## config.mk

```make
export PLATFORM = sky130hd
export DESIGN_NAME = xlate_walker
export DESIGN_NICKNAME = d
export VERILOG_FILES = /design/src/rtl/xw_pkg.sv /design/src/rtl/xw_ctrl.sv /design/src/rtl/xw_dpath.sv /design/src/rtl/xlate_walker.sv
export SDC_FILE = /design/constraint.sdc
export NUM_CORES = 1
export LEC_CHECK = 0
export BUFFER_PORTS_ARGS = -buffer_cell sky130_fd_sc_hd__buf_2
export CAP_MARGIN = 10
export CORE_UTILIZATION = 42
export CTS_BUF_LIST = sky130_fd_sc_hd__clkbuf_4
export CTS_CLUSTER_SIZE = 10
export DETAILED_ROUTE_END_ITERATION = 10
export PLACE_DENSITY = 0.63
export SLEW_MARGIN = 20
export SYNTH_ARGS = -nofsm -noshare
export SYNTH_HDL_FRONTEND = slang
export SYNTH_SLANG_ARGS = --single-unit
export TNS_END_PERCENT = 1
```

## constraint.sdc

```tcl
create_clock -name clk -period 11 [get_ports clk]
set_input_delay 1.1 -clock clk [delete_from_list [all_inputs] [get_ports clk]]
set_output_delay 1.1 -clock clk [all_outputs]
set_load 0.05 [all_outputs]
```

## src/rtl/xw_pkg.sv

```systemverilog
package xw_pkg;
  localparam int AddrW    = 64;
  localparam int PageBits = 12;
  localparam int IdxW     = 11;
  localparam int PxW      = 8;
  localparam int EntBytes = 3;
  localparam int CodeW    = 8;

  typedef enum logic [2:0] {
    LV_R1   = 3'd0,
    LV_R2   = 3'd1,
    LV_R3   = 3'd2,
    LV_SEG  = 3'd3,
    LV_PAGE = 3'd4
  } level_e;

  typedef enum logic [1:0] {STEP_FETCH, STEP_OK, STEP_FAULT} step_e;

  typedef struct packed {
    logic capture;
    logic evalPhase;
    logic takeEntry;
    logic advance;
    logic finish;
  } strobe_t;

  localparam logic [1:0] KIND_STORE = 2'b01;
  localparam logic [1:0] KIND_FETCH = 2'b10;
  localparam logic [1:0] MODE_SEC   = 2'b10;
  localparam logic [1:0] MODE_HOME  = 2'b11;

  localparam logic [CodeW-1:0] FC_NONE  = 8'h00;
  localparam logic [CodeW-1:0] FC_PROT  = 8'h04;
  localparam logic [CodeW-1:0] FC_SEG   = 8'h10;
  localparam logic [CodeW-1:0] FC_PAGE  = 8'h11;
  localparam logic [CodeW-1:0] FC_SPEC  = 8'h12;
  localparam logic [CodeW-1:0] FC_DTYPE = 8'h38;
  localparam logic [CodeW-1:0] FC_R1    = 8'h39;
  localparam logic [CodeW-1:0] FC_R2    = 8'h3A;
  localparam logic [CodeW-1:0] FC_R3    = 8'h3B;

  function automatic logic [CodeW-1:0] xlCode(level_e lv);
    case (lv)
      LV_R1:   xlCode = FC_R1;
      LV_R2:   xlCode = FC_R2;
      LV_R3:   xlCode = FC_R3;
      LV_SEG:  xlCode = FC_SEG;
      default: xlCode = FC_PAGE;
    endcase
  endfunction

  function automatic logic [IdxW-1:0] idxOf(level_e lv, logic [AddrW-1:0] va);
    case (lv)
      LV_R1:   idxOf = va[63:53];
      LV_R2:   idxOf = va[52:42];
      LV_R3:   idxOf = va[41:31];
      default: idxOf = va[30:20];
    endcase
  endfunction
endpackage

```

## src/rtl/xw_ctrl.sv

```systemverilog
module xw_ctrl
  import xw_pkg::*;
(
  input  logic    clk,
  input  logic    rstN,
  input  logic    reqValid,
  input  logic    memRspValid,
  input  step_e   stepKind,
  output strobe_t strb,
  output logic    reqReady,
  output logic    memReqValid,
  output logic    done
);
  typedef enum logic [2:0] {S_IDLE, S_CHECK, S_ISSUE, S_WAIT, S_EVAL, S_DONE} state_e;

  state_e state, stateNext;
  logic deciding;

  assign deciding = (state == S_CHECK) || (state == S_EVAL);

  always_comb begin
    strb           = '0;
    strb.capture   = (state == S_IDLE) && reqValid;
    strb.evalPhase = (state == S_EVAL);
    strb.takeEntry = (state == S_WAIT) && memRspValid;
    strb.advance   = deciding && (stepKind == STEP_FETCH);
    strb.finish    = deciding && (stepKind != STEP_FETCH);
  end

  always_comb begin
    stateNext = state;
    case (state)
      S_IDLE:          if (reqValid) stateNext = S_CHECK;
      S_CHECK, S_EVAL: stateNext = (stepKind == STEP_FETCH) ? S_ISSUE : S_DONE;
      S_ISSUE:         stateNext = S_WAIT;
      S_WAIT:          if (memRspValid) stateNext = S_EVAL;
      S_DONE:          stateNext = S_IDLE;
      default:         stateNext = S_IDLE;
    endcase
  end

  always_ff @(posedge clk) begin
    if (!rstN) state <= S_IDLE;
    else       state <= stateNext;
  end

  assign reqReady    = (state == S_IDLE);
  assign memReqValid = (state == S_ISSUE);
  assign done        = (state == S_DONE);

  // one read request per table level
  a_r13_req_single: assert property (@(posedge clk) disable iff (!rstN)
    memReqValid |=> !memReqValid);
  // result strobe lasts one cycle
  a_r13_done_single: assert property (@(posedge clk) disable iff (!rstN)
    done |=> !done);
  // memory answers only an outstanding read
  a_r13_rsp_in_wait: assert property (@(posedge clk) disable iff (!rstN)
    memRspValid |-> (state == S_WAIT));
endmodule

```

## src/rtl/xw_dpath.sv

```systemverilog
module xw_dpath
  import xw_pkg::*;
(
  input  logic             clk,
  input  logic             rstN,
  input  strobe_t          strb,
  input  logic [AddrW-1:0] reqAddr,
  input  logic [1:0]       reqKind,
  input  logic [1:0]       reqMode,
  input  logic             datEnable,
  input  logic             largeEn,
  input  logic [AddrW-1:0] cr1,
  input  logic [AddrW-1:0] cr7,
  input  logic [AddrW-1:0] cr13,
  input  logic [AddrW-1:0] memRspData,
  output step_e            stepKind,
  output logic [AddrW-1:0] memReqAddr,
  output logic [AddrW-1:0] resAddr,
  output logic             permR,
  output logic             permW,
  output logic             permX,
  output logic             fault,
  output logic [CodeW-1:0] faultCode,
  output logic [AddrW-1:0] excWord
);
  logic [AddrW-1:0] vaQ, desigQ, entryQ, fetchQ, selDesig;
  logic [1:0]       kindQ, modeQ;
  logic             datQ, largeQ, wQ;
  level_e           levelQ;

  logic [CodeW-1:0] stepCode;
  level_e           nextLevel, lvNext;
  logic [AddrW-1:0] nextFetch, okAddr;
  logic             newW;
  logic [IdxW-1:0]  idxCur, idxNext;
  logic             hiBad;

  logic isStore, isFetch, secMode, maskR, maskW, maskX;
  logic [1:0] effMode;

  always_comb begin
    if (reqMode == MODE_HOME)                            selDesig = cr13;
    else if (reqMode == MODE_SEC && reqKind != KIND_FETCH) selDesig = cr7;
    else                                                 selDesig = cr1;
  end

  assign isStore = (kindQ == KIND_STORE);
  assign isFetch = (kindQ == KIND_FETCH);
  assign secMode = (modeQ == MODE_SEC);
  assign effMode = (secMode && isFetch) ? 2'b00 : modeQ;
  assign maskR   = !(secMode && isFetch);
  assign maskW   = !(secMode && isFetch);
  assign maskX   = !(secMode && !isFetch);

  always_comb begin
    stepKind  = STEP_FETCH;
    stepCode  = FC_NONE;
    nextLevel = levelQ;
    nextFetch = '0;
    okAddr    = '0;
    newW      = wQ;
    lvNext    = levelQ;
    idxCur    = '0;
    idxNext   = '0;
    hiBad     = 1'b0;
    if (!strb.evalPhase) begin
      nextLevel = level_e'({1'b0, ~desigQ[3:2]});
      idxCur    = idxOf(nextLevel, vaQ);
      case (nextLevel)
        LV_R2:   hiBad = |vaQ[63:53];
        LV_R3:   hiBad = |vaQ[63:42];
        LV_SEG:  hiBad = |vaQ[63:31];
        default: hiBad = 1'b0;
      endcase
      if (!datQ || desigQ[5]) begin
        stepKind = STEP_OK;
        okAddr   = vaQ;
      end else if (hiBad) begin
        stepKind = STEP_FAULT;
        stepCode = FC_DTYPE;
      end else if (idxCur[IdxW-1 -: 2] > desigQ[1:0]) begin
        stepKind = STEP_FAULT;
        stepCode = xlCode(nextLevel);
      end else begin
        nextFetch = {desigQ[63:PageBits], {PageBits{1'b0}}}
                  + {{(AddrW-IdxW-EntBytes){1'b0}}, idxCur, {EntBytes{1'b0}}};
      end
    end else if (levelQ == LV_PAGE) begin
      if (entryQ[10]) begin
        stepKind = STEP_FAULT;
        stepCode = FC_PAGE;
      end else if (entryQ[8]) begin
        stepKind = STEP_FAULT;
        stepCode = FC_SPEC;
      end else begin
        newW     = wQ & ~entryQ[9];
        stepKind = STEP_OK;
        okAddr   = {entryQ[63:PageBits], {PageBits{1'b0}}};
      end
    end else if (entryQ[5]) begin
      stepKind = STEP_FAULT;
      stepCode = xlCode(levelQ);
    end else if (entryQ[3:2] != ~levelQ[1:0]) begin
      stepKind = STEP_FAULT;
      stepCode = FC_SPEC;
    end else if (levelQ == LV_SEG) begin
      newW = wQ & ~entryQ[9];
      if (largeQ && entryQ[10]) begin
        stepKind = STEP_OK;
        okAddr   = {entryQ[63:20], vaQ[19:PageBits], {PageBits{1'b0}}};
      end else begin
        nextLevel = LV_PAGE;
        nextFetch = {entryQ[63:11], 11'b0}
                  + {{(AddrW-PxW-EntBytes){1'b0}}, vaQ[19:PageBits], {EntBytes{1'b0}}};
      end
    end else begin
      lvNext  = level_e'(levelQ + 3'd1);
      idxNext = idxOf(lvNext, vaQ);
      if (idxNext[IdxW-1 -: 2] < entryQ[7:6] || idxNext[IdxW-1 -: 2] > entryQ[1:0]) begin
        stepKind = STEP_FAULT;
        stepCode = xlCode(lvNext);
      end else begin
        if (largeQ && entryQ[9]) newW = 1'b0;
        nextLevel = lvNext;
        nextFetch = {entryQ[63:PageBits], {PageBits{1'b0}}}
                  + {{(AddrW-IdxW-EntBytes){1'b0}}, idxNext, {EntBytes{1'b0}}};
      end
    end
    if (strb.evalPhase && stepKind == STEP_OK && isStore && !newW) begin
      stepKind = STEP_FAULT;
      stepCode = FC_PROT;
    end
  end

  always_ff @(posedge clk) begin
    if (!rstN) begin
      vaQ <= '0; desigQ <= '0; entryQ <= '0; fetchQ <= '0;
      kindQ <= '0; modeQ <= '0; datQ <= 1'b0; largeQ <= 1'b0; wQ <= 1'b1;
      levelQ <= LV_R1;
      resAddr <= '0; permR <= 1'b0; permW <= 1'b0; permX <= 1'b0;
      fault <= 1'b0; faultCode <= FC_NONE; excWord <= '0;
    end else begin
      if (strb.capture) begin
        vaQ    <= {reqAddr[AddrW-1:PageBits], {PageBits{1'b0}}};
        kindQ  <= reqKind;
        modeQ  <= reqMode;
        desigQ <= selDesig;
        datQ   <= datEnable;
        largeQ <= largeEn;
        wQ     <= 1'b1;
      end
      if (strb.takeEntry) entryQ <= memRspData;
      if (strb.advance) begin
        levelQ <= nextLevel;
        fetchQ <= nextFetch;
        wQ     <= newW;
      end
      if (strb.finish) begin
        if (stepKind == STEP_OK) begin
          resAddr   <= okAddr;
          permR     <= datQ ? maskR : 1'b1;
          permW     <= newW & (datQ ? maskW : 1'b1);
          permX     <= datQ ? maskX : 1'b1;
          fault     <= 1'b0;
          faultCode <= FC_NONE;
          excWord   <= '0;
        end else begin
          resAddr   <= '0;
          permR     <= 1'b0;
          permW     <= 1'b0;
          permX     <= 1'b0;
          fault     <= 1'b1;
          faultCode <= stepCode;
          excWord   <= vaQ | (isStore ? 64'h400 : 64'h800)
                     | {{(AddrW-2){1'b0}}, effMode}
                     | ((stepCode == FC_PROT) ? 64'h4 : 64'h0);
        end
      end
    end
  end

  assign memReqAddr = fetchQ;

  logic unusedDp;
  assign unusedDp = ^{reqAddr[PageBits-1:0], desigQ[11:6], desigQ[4], entryQ[4]};

  // no table read once translation is off or the space is real
  a_r1_no_walk_when_direct: assert property (@(posedge clk) disable iff (!rstN)
    strb.advance |-> (datQ && !desigQ[5]));
  // entry addresses are 8-byte aligned
  a_r6_entry_aligned: assert property (@(posedge clk) disable iff (!rstN)
    strb.advance |=> (memReqAddr[2:0] == 3'b000));
  // protection word carries store and protection marks
  a_r12_prot_word: assert property (@(posedge clk) disable iff (!rstN)
    (fault && faultCode == FC_PROT) |-> (excWord[2] && excWord[10]));
  // secondary fetch ends without data permissions
  a_r2_sec_fetch_masks: assert property (@(posedge clk) disable iff (!rstN)
    (strb.finish && stepKind == STEP_OK && datQ && secMode && isFetch)
      |=> (!permR && !permW && permX));
endmodule

```

## src/rtl/xlate_walker.sv

```systemverilog
module xlate_walker
  import xw_pkg::*;
(
  input  logic        clk,
  input  logic        rstN,
  input  logic        reqValid,
  output logic        reqReady,
  input  logic [63:0] reqAddr,
  input  logic [1:0]  reqKind,
  input  logic [1:0]  reqMode,
  input  logic        datEnable,
  input  logic        largeEn,
  input  logic [63:0] cr1,
  input  logic [63:0] cr7,
  input  logic [63:0] cr13,
  output logic        memReqValid,
  output logic [63:0] memReqAddr,
  input  logic        memRspValid,
  input  logic [63:0] memRspData,
  output logic        done,
  output logic        fault,
  output logic [7:0]  faultCode,
  output logic [63:0] excWord,
  output logic [63:0] resAddr,
  output logic        permR,
  output logic        permW,
  output logic        permX
);
  strobe_t strb;
  step_e   stepKind;

  xw_ctrl u_ctrl (
    .clk(clk), .rstN(rstN), .reqValid(reqValid), .memRspValid(memRspValid),
    .stepKind(stepKind), .strb(strb), .reqReady(reqReady),
    .memReqValid(memReqValid), .done(done)
  );

  xw_dpath u_dpath (
    .clk(clk), .rstN(rstN), .strb(strb), .reqAddr(reqAddr), .reqKind(reqKind),
    .reqMode(reqMode), .datEnable(datEnable), .largeEn(largeEn),
    .cr1(cr1), .cr7(cr7), .cr13(cr13), .memRspData(memRspData),
    .stepKind(stepKind), .memReqAddr(memReqAddr), .resAddr(resAddr),
    .permR(permR), .permW(permW), .permX(permX), .fault(fault),
    .faultCode(faultCode), .excWord(excWord)
  );
endmodule

```

==> flow_summary.ini <==
[routing]
drt-total-wl_um = 77100
final_antenna_net_count = 0
avgRoutedWirePerCell_um = 21.4
viasPerCell = 5.89
via_count = 21200
post-route-drc-count = 0
first_iter_violations = 2342
drtPass1Iterations = 7

[clock_tree]
cts_resized = 0
cts_tree = done
cts_sinks = 364
cts.path.max_buffers = 3
cts_max_level = 3
root_buffer = clkbuf_4
postCtsSetupRepairBufs = 0
cts_buffers = 100
clock_latency_ns = 0.88
ctsHoldBuffers = 0
clk_pin_slew_ns = 0.07

[global_routing]
grt_max_degree = 228
busiest_layer = met2
use_met1_pct = 41.1
use_met2_pct = 51.0
grt_usage_pct = 31.5
grt_overflow_total = 0
grt_pass1_wl_um = 114000
grt_antenna_before_repair = 6
first_global_vias = 19300
grt_use_met3_pct = 6.11

[logic_synthesis]
ys_ff_latch = 364
syn_inst = 2555
netlist_area_um2 = 19500
synth.yosys.seq_area_share_pct = 37.4
synth_edf_count = 0
ys_types = 80
syn-mean-instance-area_um2 = 7.62
yosysWarnings = 0
ys.flop_type = dfxtp_1
synthArstFlopShare_pct = 0

[job]
cap_violations = 0

[sta]
rsz0062_at_grt = no
worst_pin_slew_ns = 1.12
clock.fmax_mhz = 199
timing.final.crit_period_ns = 5.02
setup-tns-final_ns = 0
finClkSkew_ns = 0.0818
hold_viol = 0
setup-violations-final = 0
finalCritPeriodShare_pct = 45.6
drv_slew = 0
relSlewSlack_pct = 25.5

[worst_setup_path]
cp_data_required_time_ns = 11.78
worstPathMaxFanout = 35
crit-reg2reg-launch = u_dpath.levelQ[0]
regToRegEndpoint = u_dpath.memReqAddr[32]
r2r_slack_ns = 5.98
critical_path_class = reg2reg
cp.arrival_ns = 5.80
critPathLaunchType = flop
slowest_stage = ha_2
cp-end-kind = flop
cp_cell_sequence = ha_1, ha_2, o31ai_1, nand2_1, nand4_1, ha_1, nor2b_1, o21ai_0, a41o_1, nand3_1, buf_4, a311oi_1, a21oi_1, a21oi_1
worstRegToRegCells = 14
slowest_delay_ns = 0.73

[status]
outcome = finished clean

[cells_and_area]
drive_gt1_share_pct = 23.3
final_cell_count_no_fill = 3606
area_growth_pct = 18.9
fillerInstances = 4544
final_nets = 3277

[floorplanning]
start_util_pct = 42.7
core_um2 = 45600
die_x_um = 217
ios = 537
die-area_um2 = 47200
die_h_um = 217
num_rows = 78

[worst_hold_path]
whs_path_depth = 2
min_from = u_dpath.excWord[11]
min_path_type = reg2reg
whs_endpoint = u_dpath.excWord[11]

[power]
power_leakage_nw = 9.53
p_int_mw = 2.34
pwr-share-seq_pct = 41.2
power.switching_mw = 1.42
ir_drop_uv = 198
pwr-share-clk_pct = 33.8
p_per_area_nw_per_um2 = 162
switching_share_pct = 37.8
pwr-share-comb_pct = 25.1

[place]
dp_cells = 3422
io_buffers = 478
gp_congestion = 0.913
dp_hpwl_um = 55100
-- synthesized netlist by cell type (36+ instances only) --
library cell | n | area (um2)
buf_2 | 36 | 180
o41ai_1 | 53 | 464
nand3_1 | 187 | 936
nand4_1 | 37 | 231
o21ai_0 | 47 | 235
dfxtp_1 | 364 | 7290
mux2i_1 | 68 | 681
a211oi_1 | 58 | 435
nand2_1 | 419 | 1570
clkbuf_1 | 174 | 653
a31oi_1 | 40 | 250
o21ai_1 | 52 | 260
a21oi_1 | 311 | 1560
o31ai_1 | 63 | 473
nor2_1 | 189 | 709
and3_1 | 58 | 363
-- cell usage in the layout (no fill, tap or decap), drive strengths merged, types with 31 or more instances in the layout --
cell type    n
nand3      187
clkbuf     154
inv         35
xnor2       31
o41ai       59
and3        58
o31ai       64
a211oi      58
o21ai       99
mux2i       68
a21oi      312
nor2       189
nand2      419
a31oi       40
nand4       38
dfxtp      364
buf        502
-- worst max-delay path: cells and delay by family, from the launching register on --
kind            cells  cell delay [ns]
compound gates      6             1.76
fa+ha+maj           3             1.38
buf+inv             1             0.40
flops               1             0.42
simple gates        4             0.96
-- final cells by class --
cell class	count	area [um2]	share of cell area [%]
Sequential cell	364	7290	31.5
Tap cell	600	751	3.24
Clock inverter	23	153	0.659
Timing Repair Buffer	502	2590	11.2
Antenna cell	7	17.5	0.0757
Clock buffer	154	1160	4.99
Inverter	32	128	0.551
Multi-Input combinational cell	1924	11100	47.8
-- stage by stage --
step	hold WS [ns]	total power, mW	worst slack, ns	area, um2	util (%)
finish	0.457	3.76	5.98	23100	50.8
global route	0.433	3.94	5.79	23100	50.8
CTS	0.355	3.77	6.12	23100	50.8
detailed placement	0.451	2.50	6.20	21800	47.9
global placement	0.444	2.48	6.26	21800	47.9
floorplan	0.436	2.23	7.24	19600	-
-- flip-flops by register name (all words and copies together) (netlist names), 3 cells and up --
name	flops
u_ctrl.state	3
u_dpath.desigQ	57
u_dpath.entryQ	63
u_dpath.excWord	57
u_dpath.faultCode	5
u_dpath.levelQ	3
u_dpath.memReqAddr	61
u_dpath.resAddr	52
u_dpath.vaQ	52
-- cells by family after synthesis --
kind of cell	after synthesis	synth area share, %
AND/OR/NAND/NOR	993	23.3
AO/OA/AOI/OAI	754	24.9
flip-flops	364	37.4
buffers and inverters	290	6.50
multiplexers	70	3.61
XOR/XNOR	60	2.70
adder cells (fa/ha/maj)	23	1.56
other	1	0.0193
-- power by group through the flow --
| stage | sequential (mW) | combinational (mW) | clock, mW |
|---|---|---|---|
| after floorplan | 1.63 | 0.597 | 0 |
| after global placement | 1.57 | 0.917 | 0 |
| after detailed placement | 1.57 | 0.932 | 0 |
| after CTS | 1.54 | 0.933 | 1.29 |
| after global routing | 1.55 | 1.02 | 1.37 |
| final | 1.55 | 0.942 | 1.27 |
-- how the worst max path moves through the flow --
stage / endpoint / slack [ns] / cells past startpoint / from
floorplan: u_dpath.resAddr[15] / 7.24 / 16 / u_dpath.levelQ[0]
global placement: u_dpath.memReqAddr[32] / 6.26 / 14 / u_dpath.levelQ[0]
detailed placement: u_dpath.memReqAddr[32] / 6.20 / 14 / u_dpath.levelQ[0]
CTS: u_dpath.memReqAddr[32] / 6.12 / 14 / u_dpath.levelQ[0]
global route: u_dpath.memReqAddr[43] / 5.79 / 12 / u_dpath.desigQ[2]
finish: u_dpath.memReqAddr[32] / 5.98 / 14 / u_dpath.levelQ[0]
-- routing by layer --
metal	vias to the layer above	wire length [um]	share of wire, %
met5	-	0	0
met2	1057	35800	46
met4	0	2270	2.9
li1	9995	-	-
met1	10000	32500	42
met3	150	6570	8.5
Note: power is estimated with default switching activity, not from simulation.
